===== config.mk =====
export PLATFORM = sky130hd
export DESIGN_NAME = afe_ser_loader
export DESIGN_NICKNAME = d
export VERILOG_FILES = /design/src/rtl/afe_loader_pkg.sv /design/src/rtl/afe_pin_sync.sv /design/src/rtl/afe_frame_shifter.sv /design/src/rtl/afe_reg_bank.sv /design/src/rtl/afe_ser_loader.sv
export SDC_FILE = /design/constraint.sdc
export NUM_CORES = 1
export LEC_CHECK = 0
export ABC_AREA = 1
export CAP_MARGIN = 10
export CORE_MARGIN = 2
export CORE_UTILIZATION = 30
export DETAILED_ROUTE_END_ITERATION = 6
export PLACE_DENSITY = 0.49
export SYNTH_ARGS = -nofsm -noshare
export SYNTH_HDL_FRONTEND = slang
export SYNTH_SLANG_ARGS = --single-unit

===== constraint.sdc =====
create_clock -name clk -period 3.5 [get_ports clk]
set_clock_uncertainty 0.05 [all_clocks]
set_input_delay 0.7 -clock clk [delete_from_list [all_inputs] [get_ports clk]]
set_output_delay 0.7 -clock clk [all_outputs]
set_load 0.01 [all_outputs]

===== src/rtl/afe_loader_pkg.sv =====
package afe_loader_pkg;

    localparam int ADDR_W    = 3;
    localparam int DATA_W    = 10;
    localparam int FRAME_LEN = ADDR_W + DATA_W;
    localparam int CNT_W     = $clog2(FRAME_LEN + 2);

    localparam int CLAMP_W = 10;
    localparam int BW_W    = 8;
    localparam int GAIN_W  = 9;
    localparam int DRAIN_W = 8;
    localparam int SBY_W   = 4;

    typedef enum logic [ADDR_W-1:0] {
        RA_CLAMP = 3'b000,
        RA_BW    = 3'b001,
        RA_GAIN  = 3'b010,
        RA_SBY   = 3'b011,
        RA_DRAIN = 3'b100
    } reg_addr_e;

    typedef struct packed {
        logic [ADDR_W-1:0] addr;
        logic [DATA_W-1:0] data;
    } frame_t;

    typedef struct packed {
        logic [CLAMP_W-1:0] clamp;
        logic [BW_W-1:0]    bw;
        logic [GAIN_W-1:0]  gain;
        logic [DRAIN_W-1:0] drain;
        logic [SBY_W-1:0]   sby;
    } ctl_regs_t;

    // Standby bit positions inside the standby register
    localparam int SBY_FE_BIT    = 0;
    localparam int SBY_DRAIN_BIT = 1;
    localparam int SBY_AMP_BIT   = 2;

    function automatic logic addr_mapped(input logic [ADDR_W-1:0] a);
        return (a == RA_CLAMP) || (a == RA_BW) || (a == RA_GAIN) ||
               (a == RA_SBY)   || (a == RA_DRAIN);
    endfunction

endpackage


===== src/rtl/afe_pin_sync.sv =====
module afe_pin_sync #(
    parameter int           N       = 3,
    parameter int           STAGES  = 2,
    parameter logic [N-1:0] RST_VAL = '0
) (
    input  logic         clk,
    input  logic         rst,
    input  logic [N-1:0] din,
    output logic [N-1:0] dout
);

    for (genvar i = 0; i < N; i++) begin : g_bit
        logic [STAGES-1:0] chain;
        always_ff @(posedge clk) begin
            if (rst) chain <= {STAGES{RST_VAL[i]}};
            else     chain <= {chain[STAGES-2:0], din[i]};
        end
        assign dout[i] = chain[STAGES-1];
    end

endmodule


===== src/rtl/afe_frame_shifter.sv =====
module afe_frame_shifter
    import afe_loader_pkg::*;
#(
    parameter int LEN = FRAME_LEN,
    parameter int CW  = CNT_W
) (
    input  logic          clk,
    input  logic          rst,
    input  logic          en_n_s,
    input  logic          sck_s,
    input  logic          sd_s,
    output logic          frm_valid,
    output frame_t        frm,
    output logic [CW-1:0] bit_cnt
);

    localparam logic [CW-1:0] CNT_FULL = CW'(LEN);
    localparam logic [CW-1:0] CNT_OVER = CW'(LEN + 1);

    logic           en_prev, sck_prev;
    logic           en_rise, sck_rise;
    logic [LEN-1:0] word_q, frm_q;
    logic [CW-1:0]  cnt_q;
    logic           valid_q;

    assign en_rise  = en_n_s & ~en_prev;
    assign sck_rise = sck_s & ~sck_prev;

    always_ff @(posedge clk) begin
        if (rst) begin
            en_prev  <= 1'b1;
            sck_prev <= 1'b0;
        end else begin
            en_prev  <= en_n_s;
            sck_prev <= sck_s;
        end
    end

    always_ff @(posedge clk) begin
        if (rst) begin
            word_q  <= '0;
            frm_q   <= '0;
            cnt_q   <= '0;
            valid_q <= 1'b0;
        end else begin
            valid_q <= 1'b0;
            if (en_n_s) begin
                // frame closed: commit a complete frame, always restart count
                if (en_rise && cnt_q == CNT_FULL) begin
                    valid_q <= 1'b1;
                    frm_q   <= word_q;
                end
                cnt_q <= '0;
            end else if (sck_rise) begin
                word_q <= {word_q[LEN-2:0], sd_s};
                if (cnt_q != CNT_OVER) cnt_q <= cnt_q + 1'b1;
            end
        end
    end

    assign frm_valid = valid_q;
    assign frm       = frame_t'(frm_q);
    assign bit_cnt   = cnt_q;

endmodule


===== src/rtl/afe_reg_bank.sv =====
module afe_reg_bank
    import afe_loader_pkg::*;
(
    input  logic      clk,
    input  logic      rst,
    input  logic      wr_valid,
    input  frame_t    wr_frm,
    output ctl_regs_t regs
);

    ctl_regs_t regs_q;

    always_ff @(posedge clk) begin
        if (rst) begin
            regs_q <= '0;
        end else if (wr_valid && addr_mapped(wr_frm.addr)) begin
            case (wr_frm.addr)
                RA_CLAMP: regs_q.clamp <= wr_frm.data[CLAMP_W-1:0];
                RA_BW:    regs_q.bw    <= wr_frm.data[BW_W-1:0];
                RA_GAIN:  regs_q.gain  <= wr_frm.data[GAIN_W-1:0];
                RA_SBY:   regs_q.sby   <= wr_frm.data[SBY_W-1:0];
                RA_DRAIN: regs_q.drain <= wr_frm.data[DRAIN_W-1:0];
                default:  regs_q       <= regs_q;
            endcase
        end
    end

    assign regs = regs_q;

endmodule


===== src/rtl/afe_ser_loader.sv =====
module afe_ser_loader
    import afe_loader_pkg::*;
#(
    parameter int SYNC_STAGES = 2
) (
    input  logic               clk,
    input  logic               rst,
    input  logic               sen_n,
    input  logic               sclk_i,
    input  logic               sdat_i,
    output logic [CLAMP_W-1:0] clamp_code,
    output logic [BW_W-1:0]    bw_code,
    output logic [GAIN_W-1:0]  gain_code,
    output logic [DRAIN_W-1:0] drain_code,
    output logic [SBY_W-1:0]   sby_ctl,
    output logic               sby_fe,
    output logic               sby_drain,
    output logic               sby_amp
);

    logic [2:0]       pins_s;
    logic             frm_valid;
    frame_t           frm;
    logic [CNT_W-1:0] bit_cnt;
    ctl_regs_t        regs_q;

    // pin order: {data, serial clock, enable}; enable idles high
    afe_pin_sync #(
        .N       (3),
        .STAGES  (SYNC_STAGES),
        .RST_VAL (3'b001)
    ) u_sync (
        .clk  (clk),
        .rst  (rst),
        .din  ({sdat_i, sclk_i, sen_n}),
        .dout (pins_s)
    );

    afe_frame_shifter #(
        .LEN (FRAME_LEN),
        .CW  (CNT_W)
    ) u_shift (
        .clk       (clk),
        .rst       (rst),
        .en_n_s    (pins_s[0]),
        .sck_s     (pins_s[1]),
        .sd_s      (pins_s[2]),
        .frm_valid (frm_valid),
        .frm       (frm),
        .bit_cnt   (bit_cnt)
    );

    afe_reg_bank u_bank (
        .clk      (clk),
        .rst      (rst),
        .wr_valid (frm_valid),
        .wr_frm   (frm),
        .regs     (regs_q)
    );

    assign clamp_code = regs_q.clamp;
    assign bw_code    = regs_q.bw;
    assign gain_code  = regs_q.gain;
    assign drain_code = regs_q.drain;
    assign sby_ctl    = regs_q.sby;
    assign sby_fe     = regs_q.sby[SBY_FE_BIT];
    assign sby_drain  = regs_q.sby[SBY_DRAIN_BIT];
    assign sby_amp    = regs_q.sby[SBY_AMP_BIT];

endmodule


==> results of run 1 <==
[cell type report]
class | count | area share (%)
Clock buffer | 13 | 4.73
Clock inverter | 3 | 0.490
Inverter | 21 | 2.35
Multi-Input combinational cell | 241 | 31.1
Sequential cell | 78 | 43.7
Tap cell | 129 | 4.52
Timing Repair Buffer | 47 | 13.1
[layer usage]
metal  track usage (%)  vias up
li1                  -     1221
met5                 0        -
met1              14.9     1030
met4              5.30        0
met2              20.7       42
met3              3.86       11
[sequential cells by signal, indices dropped and copies added, names as in the netlist]
| register | count |
|---|---|
| u_shift.word_q | 13 |
| u_shift.en_prev | 1 |
| u_shift.sck_prev | 1 |
| u_bank.regs | 39 |
| u_shift.frm | 13 |
| u_shift.bit_cnt | 4 |
| u_sync.g_bit.chain | 6 |
| u_shift.frm_valid | 1 |
[tightest hold or removal path: stages, from the launching register on]
cell     delay, ns
dfxtp_1       0.30
inv_1         0.04
nor2_1        0.03
[layout by cell type, fill, tap and decap left out]
| cell | count |
|---|---|
| o21ai_0 | 42 |
| nor2_4 | 4 |
| or2_2 | 2 |
| nor2_1 | 119 |
| clkinv_2 | 2 |
| dfxtp_1 | 78 |
| o21ai_2 | 2 |
| o21ai_1 | 9 |
| inv_2 | 7 |
| inv_6 | 1 |
| nand2_1 | 23 |
| ha_1 | 3 |
| clkdlybuf4s50_1 | 46 |
| nand3_1 | 15 |
| a21oi_1 | 14 |
| xor2_1 | 1 |
| nand3_2 | 2 |
| inv_1 | 13 |
| clkinvlp_4 | 1 |
| nor2_2 | 2 |
| nand4_1 | 1 |
| nand2_4 | 1 |
| nand2_2 | 1 |
| clkbuf_8 | 12 |
| buf_4 | 1 |
| clkbuf_1 | 1 |
[report_power, final]
group	internal (mW)	switching, mW
clock network	0.314	0.319
logic	0.0149	0.0276
registers	0.890	0.00152
total	1.22	0.348
[per-stage QoR]
stage	instance area, um2	std cells	setup slack (ns)	hold slack, ns	total power [mW]
2_1_floorplan	2860	356	2.17	0.338	0.945
3_3_place_gp	3390	516	1.20	0.340	0.956
3_5_place_dp	3390	516	1.18	0.346	0.956
4_1_cts	3570	532	1.48	0.366	1.59
5_1_grt	3570	532	1.39	0.388	1.63
6_report	3570	532	1.50	0.362	1.57
[kinds of logic (layout without fill, tap and decap cells)]
group	count (synthesis)	after routing	share of synthesized area, %
and+or+nand+nor	170	170	25.3
DFF	78	78	54.7
AOI/OAI and AO/OA	67	67	12.0
buffers and inverters	37	84	6.44
adders and majority gates	3	3	1.31
xor gates and xnor gates	1	1	0.307
[path summary, 6_finish.rpt]
kind                                                             to  slack, ns                           startpoint
worst max-delay path                                  drain_code[3]       1.50          u_bank.regs[7]$_SDFFE_PP0P_
worst min-delay path            u_sync.g_bit[1].chain[1]$_SDFF_PP0_       0.36  u_sync.g_bit[1].chain[0]$_SDFF_PP0_
worst max register to register       u_shift.word_q[0]$_SDFFE_PP0P_       2.10  u_sync.g_bit[1].chain[1]$_SDFF_PP0_
worst min register to register  u_sync.g_bit[1].chain[1]$_SDFF_PP0_       0.36  u_sync.g_bit[1].chain[0]$_SDFF_PP0_
==> run_results.csv, run 1 <==
group,metric,value,unit
global_routing,grt_max_degree,53,
power,cellPowerDensity,439,nW/um2
cts,tritoncts,"built",
cts,hold_buffers,0,
setup_path,critical_path_buf_inv_count,1,
route,wl_met2,2660,um
global_routing,grt_pass1_vias,2118,
run_status,outcome,"finished, final reports clean",
route,wl_met1,2870,um
route,first_iter_violations,50,
setup_path,cp_slowest_stage_delay,0.54,ns
cts,cts.clk_slew.worst_paths,0.08,ns
logic_synthesis,syn_inst,356,
sta,finalCritPeriodShare,57.1,%
setup_path,path_class,"flop to primary output",
layout,finalNetCount,406,
setup_path,reg2reg_depth,5,
sta,period_needed,2.00,ns
floorplan,io_pins,47,
placement,port_buffers,46,
global_routing,grt_antenna_before_repair,0,
cts,cts_buffer_depth,2,
setup_path,crit_chain,"clkdlybuf4s50_1",
layout,regArea,1560,um2
setup_path,cp_slowest_cell,"clkdlybuf4s50_1",
power,ir_worst_vdd,0.000180,V
floorplan,die_w,102,um
setup_path,crit_family,"buffers and inverters",
cts,cts_sinks,78,
worst_hold_path,hold_path_depth,2,
layout,area_growth,25.1,%
global_routing,track_usage,12.5,%
route,vias,2304,
route,routed_wl,5910,um
cts,cts_resized,0,
logic_synthesis,syn-cell-area,2860,um2
logic_synthesis,synthFlopType,"dfxtp_1",
sta,clock.fmax,0.500,GHz
sta,report.final.setup_viol,0,
cts,htree_levels,3,
layout,fillers,990,
layout,final_util,38.7,%
route,drc_errors,0,
sta,worst_pin_slew,0.677,ns
sta,tns,0,ns
worst_hold_path,worstHoldPathType,"flop to flop",
placement,gp_congestion,0.778,
route,dr_wl_met3,267,um
placement,dpl.hpwl,4020,um
floorplan,dieArea,10300,um2
setup_path,crit_arrival,1.25,ns
cts,cts_buffers,9,
route,top_layer,"met4",
cts,clk_latency,0.35,ns
sta,slew_headroom,54.8,%
floorplan,rows,35,
cts,cts_root_buf,"clkbuf_8",
cts,postCtsSetupBuffers,0,
route,drtAntennaViolNets,0,
logic_synthesis,synth_area_leaders,"dfxtp_1 (55%), nor2_1 (16%), o21ai_0 (7.4%)",
layout,drive_gt1_share,9.43,%
logic_synthesis,synth_most_common_cell,"nor2_1",
logic_synthesis,synth_area_per_cell,8.02,um2
route,post_drt_wl_per_cell,11.1,um
logic_synthesis,ys_ff_latch,78,
logic_synthesis,netlist_top_cells_count,"nor2_1 (119), dfxtp_1 (78), o21ai_0 (42)",
layout,antenna_cells,0,
setup_path,path_depth,1,
sta,slew_viol_final,0,
floorplan,dieHeight,102,um
global_routing,overflow,0,
layout,multiInputGateArea,1110,um2
floorplan,coreArea,9240,um2
logic_synthesis,synthArstFlopShare,0,%
sta,timing_hold_violations_final,0,
power,leakage,1.28,nW
setup_path,end_kind,"primary output",
logic_synthesis,synth_top_area_cell,"dfxtp_1",
logic_synthesis,ys_types,25,
setup_path,worstPathMaxFanout,2,
sta,rsz0062_at_grt,"false",
logic_synthesis,yosysSeqAreaShare,54.7,%
floorplan,start_util,30.9,%
job,cap_violations,0,
logic_synthesis,synth_top_cell_area_share,54.7,%
route,vias_per_cell,4.33,
logic_synthesis,synth_edf_count,0,
global_routing,grt_pass1_wl,9940,um
route,dr.pass1.iters,4,
logic_synthesis,yosysWarnings,0,
setup_path,worst_ep_required_time,2.75,ns
logic_synthesis,syn_nets,364,
setup_path,cp-start-kind,"flop",
(Power assumes the default switching activity.)
==> run 2: changes to the inputs <==
- PLACE_DENSITY: 0.49 -> 0.51
- clock period: 3.5 -> 1.7 ns (I/O delays scaled with it)
==> run 2 against run 1 <==
Against the previous run: register-to-register slack got worse by 1.8 ns; design area increased by 2.7%; global-route usage barely moved; clock power grew 150%; worst setup slack worse by 1.5 ns; cell count increased by 0.38%; critical path type unchanged; highest routed layer unchanged.
==> run_results.csv, run 2 (same netlist as run 1, synthesis figures left out) <==
group,metric,value,unit
global_routing,grt_antenna_before_repair,0,
setup_path,path_class,"flop to primary output",
cts,cts_sinks,78,
layout,fin_area,3670,um2
sta,worst_pin_slew,0.415,ns
run_status,outcome,"finished, final reports clean",
global_routing,grt_pass1_vias,2084,
setup_path,worst_r2r_endpoint,"u_shift.frm[12]$_SDFFE_PP0P_",
setup_path,path_depth,1,
floorplan,coreArea,9240,um2
layout,antenna_cells,0,
power,ir_worst_vdd,0.000681,V
job,cap_violations,0,
placement,place_area,3430,um2
setup_path,reg2reg_depth,8,
sta,setup_ws,0.0451,ns
setup_path,crit_arrival,1.26,ns
sta,period_needed,1.65,ns
floorplan,dieArea,10300,um2
cts,cts.clk_slew.worst_paths,0.08,ns
layout,finalNetCount,408,
route,vias,2300,
route,routed_wl,5950,um
power,cellPowerDensity,952,nW/um2
route,first_iter_violations,74,
cts,cts_buffer_depth,2,
sta,slew_viol_final,0,
setup_path,crit_family,"buffers and inverters",
cts,cts_root_buf,"clkbuf_8",
sta,clock.fmax,0.604,GHz
setup_path,worst_ep_required_time,1.31,ns
floorplan,io_pins,47,
route,drc_errors,0,
setup_path,r2r_setup_slack,0.34,ns
power,total_power,3.49,mW
floorplan,rows,35,
global_routing,grt_pass1_wl,9960,um
cts,cts_buffers,9,
floorplan,dieHeight,102,um
cts,clk_latency,0.34,ns
route,post_drt_wl_per_cell,11.1,um
cts,htree_levels,3,
layout,largest_reg_flops,39,
placement,gp_congestion,0.769,
layout,drive_gt1_share,10.1,%
sta,timing_hold_violations_final,0,
setup_path,cp_slowest_cell,"clkdlybuf4s50_1",
sta,finalCritPeriodShare,97.3,%
floorplan,die_w,102,um
setup_path,reg2reg_from,"u_shift.bit_cnt[1]$_SDFFE_PP0P_",
setup_path,startpoint,"u_bank.regs[2]$_SDFFE_PP0P_",
setup_path,cp_slowest_stage_delay,0.55,ns
placement,dpl.hpwl,4060,um
route,drtAntennaViolNets,0,
setup_path,critical_path_buf_inv_count,1,
sta,report.final.setup_viol,0,
route,vias_per_cell,4.31,
layout,area_growth,28.4,%
setup_path,setup.worst_path.end,"sby_amp",
setup_path,crit_chain,"clkdlybuf4s50_1",
route,dr.pass1.iters,4,
layout,layout_common_cells,"nor2_1 (119), dfxtp_1 (78), o21ai_0 (42), clkdlybuf4s50_1 (41), nand2_1 (23)",
layout,final_util,39.7,%
global_routing,grt_max_degree,53,
setup_path,cp-start-kind,"flop",
setup_path,end_kind,"primary output",
layout,layout_commonest_cell,"nor2_1",
sta,slew_headroom,72.3,%
placement,pre_cts_ws,0.173,ns
sta,tns,0,ns
worst_hold_path,worstHoldPathType,"flop to flop",
setup_path,worstPathMaxFanout,3,
power,leakage,1.40,nW
placement,port_buffers,46,
global_routing,overflow,0,
global_routing,track_usage,12.5,%
cts,tritoncts,"built",
floorplan,start_util,30.9,%
run 2: cell count changes in the layout (fill, tap and decap cells not counted), sizes merged, moves of 2 or more:
cell	delta
bufinv	+2
dlymetal6s2s	+5
buf	+2
clkdlybuf4s50	-5
clkbuf	-3
run 2: how the worst min path moves through the flow:
stage,slack [ns],from,depth (start not counted),end
3_5_place_dp,0.35,u_sync.g_bit[2].chain[0]$_SDFF_PP0_,2,u_sync.g_bit[2].chain[1]$_SDFF_PP0_
4_1_cts,0.36,u_sync.g_bit[2].chain[0]$_SDFF_PP0_,2,u_sync.g_bit[2].chain[1]$_SDFF_PP0_
6_report,0.36,u_sync.g_bit[2].chain[0]$_SDFF_PP0_,2,u_sync.g_bit[2].chain[1]$_SDFF_PP0_
2_1_floorplan,0.34,u_sync.g_bit[1].chain[0]$_SDFF_PP0_,2,u_sync.g_bit[1].chain[1]$_SDFF_PP0_
5_1_grt,0.37,u_sync.g_bit[2].chain[0]$_SDFF_PP0_,2,u_sync.g_bit[2].chain[1]$_SDFF_PP0_
3_3_place_gp,0.34,u_sync.g_bit[2].chain[0]$_SDFF_PP0_,2,u_sync.g_bit[2].chain[1]$_SDFF_PP0_
run 2: metrics by stage:
stage | hold WS [ns] | std cells
after floorplan | 0.338 | 356
after global placement | 0.339 | 518
after detailed placement | 0.347 | 518
after CTS | 0.359 | 534
after global routing | 0.368 | 534
final | 0.356 | 534
run 2: per-layer routing:
metal,track usage (%),up-vias,part of all wire (%)
li1,-,1221,-
met1,15.2,1025,48
met2,20.5,48,45
met3,4.62,6,5.5
met4,4.05,0,1.2
met5,0,-,0
run 2: report_power, final:
group | switching (mW) | total (mW) | internal [mW]
registers | 0.00305 | 1.84 | 1.83
clock network | 0.682 | 1.56 | 0.874
logic | 0.0600 | 0.0993 | 0.0393
run 2: cell type report:
class                           count  area (um2)
Clock buffer                       10         138
Clock inverter                      6        92.6
Fill cell                        1007        5570
Inverter                           21        83.8
Multi-Input combinational cell    241        1110
Sequential cell                    78        1560
Tap cell                          129         161
Timing Repair Buffer               49         520
run 2: what timing repair did:
action | in CTS | in global routing
resized for setup | 0 | 5
setup endpoints to repair | 0 | 6
endpoints found under the hold margin | 0 | 0
hold buffers | 0 | 0
setup buffers | 0 | 0
